`src/rtl/wmf_pkg.sv`:
```
package wmf_pkg;

  localparam int unsigned WMF_DATA_W = 8;
  localparam int unsigned WMF_ADDR_W = 3;

  typedef struct packed {
    logic full;
    logic empty;
    logic tx_mark;
    logic rx_mark;
  } wmf_flags_t;

endpackage

```
`src/rtl/wmf_ptr.sv`:
```
module wmf_ptr #(
  parameter int unsigned PTR_W = 4
) (
  input  logic             clk,
  input  logic             rst_n,
  input  logic             step,
  output logic [PTR_W-1:0] ptr
);

  logic [PTR_W-1:0] ptr_q;
  logic [PTR_W-1:0] ptr_d;

  always_comb begin
    ptr_d = ptr_q;
    if (step) ptr_d = ptr_q + PTR_W'(1);
  end

  always_ff @(posedge clk or negedge rst_n) begin
    if (!rst_n) ptr_q <= '0;
    else        ptr_q <= ptr_d;
  end

  assign ptr = ptr_q;

  AST_PTR_HOLD: assert property (@(posedge clk) disable iff (!rst_n)
    !step |=> $stable(ptr));

endmodule

```
`src/rtl/wmf_store.sv`:
```
module wmf_store #(
  parameter int unsigned DATA_W = 8,
  parameter int unsigned ADDR_W = 3
) (
  input  logic              clk,
  input  logic              we,
  input  logic [ADDR_W-1:0] waddr,
  input  logic [DATA_W-1:0] wdata,
  input  logic [ADDR_W-1:0] raddr,
  output logic [DATA_W-1:0] rdata
);

  localparam int unsigned DEPTH = 1 << ADDR_W;

  logic [DATA_W-1:0] slot [DEPTH];

  for (genvar e = 0; e < DEPTH; e++) begin : g_slot
    logic slot_we;
    assign slot_we = we && (waddr == ADDR_W'(e));
    always_ff @(posedge clk) begin
      if (slot_we) slot[e] <= wdata;
    end
  end

  assign rdata = slot[raddr];

endmodule

```
`src/rtl/wmf_status.sv`:
```
module wmf_status
  import wmf_pkg::*;
#(
  parameter int unsigned ADDR_W = 3
) (
  input  logic              clk,
  input  logic              rst_n,
  input  logic [ADDR_W:0]   wptr,
  input  logic [ADDR_W:0]   rptr,
  input  logic [ADDR_W-1:0] mark,
  output wmf_flags_t        flags
);

  localparam int unsigned PTR_W = ADDR_W + 1;
  localparam int unsigned DEPTH = 1 << ADDR_W;

  logic [PTR_W-1:0] count;
  logic [PTR_W-1:0] mark_ext;

  assign count    = wptr - rptr;
  assign mark_ext = {1'b0, mark};

  always_comb begin
    flags.empty   = (wptr == rptr);
    flags.full    = (wptr[ADDR_W] != rptr[ADDR_W]) &&
                    (wptr[ADDR_W-1:0] == rptr[ADDR_W-1:0]);
    flags.tx_mark = (count < mark_ext);
    flags.rx_mark = (count > mark_ext);
  end

  AST_COUNT_BOUND: assert property (@(posedge clk) disable iff (!rst_n)
    count <= PTR_W'(DEPTH));
  AST_EMPTY_NO_RX: assert property (@(posedge clk) disable iff (!rst_n)
    flags.empty |-> !flags.rx_mark);
  AST_ZERO_MARK_NO_TX: assert property (@(posedge clk) disable iff (!rst_n)
    (mark == '0) |-> !flags.tx_mark);

endmodule

```
`src/rtl/wm_byte_fifo.sv`:
```
module wm_byte_fifo
  import wmf_pkg::*;
#(
  parameter int unsigned DATA_W = WMF_DATA_W,
  parameter int unsigned ADDR_W = WMF_ADDR_W
) (
  input  logic              clk,
  input  logic              rst_n,
  input  logic              wr_en,
  input  logic              rd_en,
  input  logic              wr_inc,
  input  logic              rd_inc,
  input  logic [DATA_W-1:0] wr_data,
  input  logic [ADDR_W-1:0] level_mark,
  output logic [DATA_W-1:0] rd_data,
  output logic              full,
  output logic              empty,
  output logic              tx_mark,
  output logic              rx_mark
);

  localparam int unsigned PTR_W = ADDR_W + 1;

  wmf_flags_t       flags;
  logic             wr_acc;
  logic             rd_acc;
  logic [1:0]       step_vec;
  logic [PTR_W-1:0] ptr_vec [2];

  // a side advances only when strobe and enable agree and the state allows it
  assign wr_acc   = wr_inc && wr_en && !flags.full;
  assign rd_acc   = rd_inc && rd_en && !flags.empty;
  assign step_vec = {rd_acc, wr_acc};

  for (genvar s = 0; s < 2; s++) begin : g_side
    wmf_ptr #(.PTR_W(PTR_W)) u_ptr (
      .clk  (clk),
      .rst_n(rst_n),
      .step (step_vec[s]),
      .ptr  (ptr_vec[s])
    );
  end

  wmf_store #(.DATA_W(DATA_W), .ADDR_W(ADDR_W)) u_store (
    .clk  (clk),
    .we   (wr_acc),
    .waddr(ptr_vec[0][ADDR_W-1:0]),
    .wdata(wr_data),
    .raddr(ptr_vec[1][ADDR_W-1:0]),
    .rdata(rd_data)
  );

  wmf_status #(.ADDR_W(ADDR_W)) u_status (
    .clk  (clk),
    .rst_n(rst_n),
    .wptr (ptr_vec[0]),
    .rptr (ptr_vec[1]),
    .mark (level_mark),
    .flags(flags)
  );

  assign full    = flags.full;
  assign empty   = flags.empty;
  assign tx_mark = flags.tx_mark;
  assign rx_mark = flags.rx_mark;

  AST_FLAGS_EXCL: assert property (@(posedge clk) disable iff (!rst_n)
    !(full && empty));
  AST_MARKS_EXCL: assert property (@(posedge clk) disable iff (!rst_n)
    !(tx_mark && rx_mark));
  AST_FULL_DROP: assert property (@(posedge clk) disable iff (!rst_n)
    (full && !(rd_inc && rd_en)) |=> (full && $stable(rd_data)));
  AST_EMPTY_HOLD: assert property (@(posedge clk) disable iff (!rst_n)
    (empty && !(wr_inc && wr_en)) |=> empty);
  AST_SIMUL_STABLE: assert property (@(posedge clk) disable iff (!rst_n)
    (wr_inc && wr_en && rd_inc && rd_en && !full && !empty)
      |=> ($stable(full) && $stable(empty)));
  AST_IDLE_HOLD: assert property (@(posedge clk) disable iff (!rst_n)
    (!(wr_inc && wr_en) && !(rd_inc && rd_en))
      |=> ($stable(empty) && $stable(full) && $stable(rd_data)));

endmodule

```
`config.mk`:
```
export PLATFORM = sky130hd
export DESIGN_NAME = wm_byte_fifo
export DESIGN_NICKNAME = d
export VERILOG_FILES = /design/src/rtl/wmf_pkg.sv /design/src/rtl/wmf_ptr.sv /design/src/rtl/wmf_store.sv /design/src/rtl/wmf_status.sv /design/src/rtl/wm_byte_fifo.sv
export SDC_FILE = /design/constraint.sdc
export NUM_CORES = 1
export LEC_CHECK = 0
export ABC_AREA = 1
export ABC_CLOCK_PERIOD_IN_PS = 2600
export BUFFER_PORTS_ARGS = -buffer_cell sky130_fd_sc_hd__buf_4
export CAP_MARGIN = 40
export CORE_ASPECT_RATIO = 2
export CORE_MARGIN = 1.5
export CORE_UTILIZATION = 45
export CTS_BUF_LIST = sky130_fd_sc_hd__clkbuf_8
export CTS_CLUSTER_SIZE = 24
export DETAILED_ROUTE_END_ITERATION = 8
export SYNTH_ARGS = -nofsm -noshare
export SYNTH_HDL_FRONTEND = slang
export SYNTH_HIERARCHICAL = 1
export SYNTH_SLANG_ARGS = --single-unit
```
`constraint.sdc`:
```
create_clock -name clk -period 2.6 [get_ports clk]
set_input_delay 0.39 -clock clk [delete_from_list [all_inputs] [get_ports clk]]
set_output_delay 0.39 -clock clk [all_outputs]
set_load 0.03 [all_outputs]
```
# Word-level counts from Yosys, hierarchy flattened

Memories as Yosys holds them, arrays and structs flattened.
Index checks and enable logic that the tools add are counted.

Output and inout bits: 12
ROM bits: 0
Latch bits: 0
Input port bits: 17
Register bits after elaboration: 8
Memory bits (writable): 64
Memories kept: 1

Shifts and indexed selects: 0
Multipliers: 0
Div/mod/pow operators: 0
Eq/ne operators: 10
Reduce and logical (&&, ||, !) cells: 23
Add/sub/neg operators: 3
Bitwise gates (word level): 0
Multiplexer cells: 37
Magnitude comparators: 2

Memory list:

| name         | depth | width | read ports | clocked after Yosys merged registers in | wr ports | RTL line        | RTL |
|---|---|---|---|---|---|---|---|
| u_store.slot | 8     | 8     | 1          | 0                                       | 1        | wmf_store.sv:15 | `logic [DATA_W-1:0] slot [DEPTH];` |

Operators by type and width:

| operator              | count |
|---|---|
| $mux W8               | 7 |
| $reduce_or A8 Y1      | 7 |
| $mux W1               | 23 |
| $mux W3               | 7 |
| $logic_and A1 B1 Y1   | 13 |
| $eq A3 B3 Y1 const B  | 4 |
| $add A4 B1 Y4 const B | 2 |
| $eq A3 B2 Y1 const B  | 2 |
| $eq A4 B4 Y1          | 1 |
| $gt A4 B3 Y1          | 1 |
| $lt A4 B3 Y1          | 1 |
| $sub A4 B4 Y4         | 1 |
| $eq A3 B1 Y1 const B  | 1 |
| $eq A3 B3 Y1          | 1 |
| $logic_not A3 Y1      | 1 |
| $logic_not A1 Y1      | 2 |
| $ne A1 B1 Y1          | 1 |

# Logic depth before layout (Yosys ltp)

Depth after elaboration: 15
Depth in mapped cells: 10
Gate-level depth less buffers: 10

# Modules after synthesis

The synthesis kept the hierarchy.

By module, submodules not included:

| module       | cells each | area each (um^2) | instances |
|---|---|---|---|
| wmf_store    | 295        | 2890.3           | 1 |
| wmf_ptr      | 19         | 177.7            | 2 |
| wmf_status   | 36         | 225.2            | 1 |
| wm_byte_fifo | 4          | 20.0             | 1 |

# Least setup slack after synthesis

No wires, ideal clock.

Path type: flip-flop to output port
From: reg g_side[0].u_ptr.ptr_q[0]
To: out rx_mark
Data required time: 2.210 ns
Arrival time: 2.027 ns
Path slack: 0.183 ns
Buffers on the path: 0
Cell stages (with the launch flop): 11
Cells stage by stage: dfrtp_1 -> inv_1 -> ha_1 -> inv_1 -> fa_1 -> xor2_1 -> ha_1 -> a21oi_1 -> o21ai_1 -> nand2_1 -> nand3_1

Word-level cells in the longest chain between the ends: 2

RTL lines:

| what                   | RTL line           | RTL |
|---|---|---|
| start, declared        | wmf_ptr.sv:10      | `logic [PTR_W-1:0] ptr_q;` |
| start signal, assigned | wmf_ptr.sv:20      | `else ptr_q <= ptr_d;` |
| $sub A4 B4 Y4          | wmf_status.sv:20   | `assign count = wptr - rptr;` |
| $gt A4 B3 Y1           | wmf_status.sv:28   | `flags.rx_mark = (count > mark_ext);` |
| end, declared          | wm_byte_fifo.sv:19 | `output logic rx_mark` |

Every way passes these cells.

# Worst setup path in the final report

Same ends and word-level chain as after synthesis.

==> impl_metrics.py <==
metrics = {
    "status": {
        "status": "finished, violations left",
        "failed_checks": "setup timing",
    },
    "routing": {
        "totalWireLength_um": 7040,
        "drtIter0Drc": 90,
        "vias": 2406,
        "antenna_left": 0,
        "drc": 0,
        "vias_per_cell": 4.68,
        "wire_per_inst_um": 13.7,
        "dr.pass1.iters": 4,
    },
    "sta": {
        "finalCritPeriodShare": 1.05,
        "skew_ns": 0.00546,
        "max_freq_mhz": 367,
        "maxSlewHeadroom": 0.719,
        "tns_ns": -0.188,
        "rsz0062_at_grt": "yes",
        "setup_viol_count_final": 2,
        "fin_crit_ns": 2.73,
        "slew_viol_final": 0,
        "layout_setup_ws_ns": -0.125,
        "timing_hold_violations_final": 0,
        "worstMarginPinSlew_ns": 0.421,
    },
    "placed_design": {
        "gp_congestion": 0.773,
        "post-place-ws_ns": 0.129,
        "portBuffers": 28,
        "hpwl_um": 4730,
        "dpl_cell_area_um2": 3820,
    },
    "logic_synthesis": {
        "synth.mux.area_fraction": 0,
        "synthSimpleGateAreaFrac": 0.213,
        "synth_xor_xnor_area_share": 0.0125,
        "synth_top_family_by_area": "simple AND/OR/NAND/NOR gates",
        "yosysMostFrequentCell": "nand2_1",
        "yosys_warnings": 6,
        "synth_top_area_frac": 0.551,
        "synth.area.top_cells": "edfxtp_1, nand2_1, inv_1",
        "synth_area_per_cell_um2": 9.36,
        "async_flop_share": 0.111,
        "syn-num-nets": 399,
        "ys_seq_elements": 72,
        "yosysTopAreaCell": "edfxtp_1",
        "synth.distinct_cells": 19,
        "synth_fa_ha_area_frac": 0.0344,
        "synth-edff-count": 64,
        "synthTopCellsByCount": "nand2_1, inv_1, edfxtp_1",
        "syn_area_um2": 3490,
        "synth-compound-area-share": 0.0111,
        "synth_flop_cell": "edfxtp_1",
        "synth_cells": 373,
        "synth_seq_area_share": 0.608,
    },
    "clock_tree": {
        "clkTransAtPathRegs_ns": 0.07,
        "clock_sinks": 72,
        "cts_buffers": 9,
        "clk_latency_ns": 0.34,
        "cts_max_path_buffers": 2,
        "cts_tree": "done",
        "clock-root-buffer": "clkbuf_8",
        "postCtsSetupBuffers": 0,
        "htreeDepth": 3,
    },
    "global_routing": {
        "antenna_found_initial": 0,
        "grt.total_usage": 0.193,
        "grt_pass1_vias": 2285,
        "grt_pass1_wl_um": 11500,
        "grt_max_degree": 37,
        "grt-ovfl-total": 0,
    },
    "die": {
        "die-area_um2": 8330,
        "core-area_um2": 7540,
        "start_util": 0.463,
        "ioPinCount": 29,
        "die_h_um": 128,
        "die_w_um": 65.3,
        "rows": 45,
    },
    "final_layout": {
        "nNetsFinal": 441,
        "layout-drive-gt1-share": 0.164,
        "n_antenna_cell": 0,
        "area_growth_syn_to_layout_pct": 16.1,
        "final_cell_area_um2": 4050,
    },
    "setup_path": {
        "arrival_ns": 2.34,
        "crit_start": "g_side[0].u_ptr/ptr[0]$_DFFE_PN0P_",
        "critPathMaxFanout": 3,
        "crit_path_end_kind": "primary output",
        "path_class": "flip-flop to primary output",
        "crit_required_ns": 2.21,
        "crit_path_start_kind": "flip-flop",
        "rr_startpoint": "g_side[0].u_ptr/ptr[2]$_DFFE_PN0P_",
    },
    "worst_hold_path": {
        "hold_path.class": "input pin to flip-flop",
        "hp-start": "wr_data[3]",
    },
    "power": {
        "pwr_density_cell_nw_per_um2": 1180,
        "worst_ir_drop_vdd_mv": 1.13,
        "total_leakage_power_nw": 1.96,
    },
    "job": {
        "maxCapViolCount": 0,
    },
}
layer usage:
metal	wire length, um	part of all wire	vias up	global-route usage
met5	0	0	-	0
met4	163	0.023	0	0.0882
met3	279	0.040	11	0.0449
met2	3920	0.56	52	0.351
met1	2670	0.38	1111	0.205
li1	-	-	1232	-
report_power, final:
| part | internal, W | total (W) | leakage [nW] | switching, W |
|---|---|---|---|---|
| logic | 0.000862 | 0.00245 | 1.18 | 0.00159 |
| clock network | 0.000474 | 0.000849 | 0.108 | 0.000376 |
| registers | 0.00140 | 0.00148 | 0.675 | 0.0000744 |
worst max-delay path, cell delays in order (launching register included):
cell	delay, ns
dfrtp_1	0.38
inv_1	0.06
ha_2	0.17
inv_2	0.05
fa_2	0.33
xor2_1	0.17
ha_1	0.33
nand2_1	0.08
o21ai_2	0.15
nand2_1	0.09
nand3_2	0.07
buf_6	0.13
repair_timing:
action	CTS	global route
pin swaps	6	3
setup endpoints to repair	2	2
endpoints found under the hold margin	8	0
hold buffers	1	0
gates resized for setup	8	0
final cells by class:
class | count | area [um2]
clock buffers | 14 | 193
clock inverters | 2 | 10.0
fillers | 719 | 3490
inverters | 85 | 322
multi-input cells | 205 | 965
flip-flops and latches | 72 | 2120
well taps | 94 | 118
repair buffers | 42 | 325
cell families (layout without fill, tap and decap cells):
| logic type | Yosys count | in the layout |
|---|---|---|
| compound gates | 7 | 7 |
| buf+inv | 96 | 143 |
| simple gates | 184 | 184 |
| fa+ha+maj | 9 | 9 |
| flops | 72 | 72 |
| xor+xnor | 5 | 5 |
flip-flops by register name, indices dropped and copies added (netlist names):
register,count
u_store/slot,64
g_side.u_ptr/ptr,8
worst paths after layout:
check                                                      to  slack (ns)  cells past startpoint
max                                                   rx_mark       -0.13                     11
min                              u_store/slot[0][3]$_DFFE_PP_        0.27                      1
max reg2reg                      u_store/slot[7][3]$_DFFE_PP_        0.59                      7
min reg2reg                g_side[1].u_ptr/ptr[3]$_DFFE_PN0P_        0.54                      2
max in group asynchronous  g_side[0].u_ptr/ptr[3]$_DFFE_PN0P_        2.07                      2
min in group asynchronous  g_side[1].u_ptr/ptr[2]$_DFFE_PN0P_        0.40                      2
cells in the final DEF, fill, tap and decap left out:
master,Yosys,final
nand2_1,132,132
nand3_2,0,1
inv_1,83,82
ha_2,0,1
o21ai_1,3,2
a21oi_2,1,2
edfxtp_1,64,64
buf_6,6,2
inv_4,1,1
o21ai_0,2,2
nor2_1,12,12
clkinv_2,0,2
clkbuf_8,0,14
buf_4,3,39
o21ai_2,0,1
dlygate4sd3_1,0,1
nor2_2,3,3
nand3_1,37,36
inv_2,1,2
ha_1,8,7
dfrtp_1,8,8
xor2_1,5,5
fa_2,0,1
through the flow:
| step | cells | utilization | hold slack (ns) | power (W) |
|---|---|---|---|---|
| floorplan | 373 | - | 0.0944 | 0.00322 |
| finish | 514 | 0.537 | 0.273 | 0.00478 |
| global placement | 497 | 0.506 | 0.219 | 0.00382 |
| detailed placement | 497 | 0.506 | 0.218 | 0.00386 |
| global route | 514 | 0.537 | 0.271 | 0.00514 |
| CTS | 514 | 0.537 | 0.259 | 0.00484 |
No activity file was read; power rests on OpenSTA's default activity.
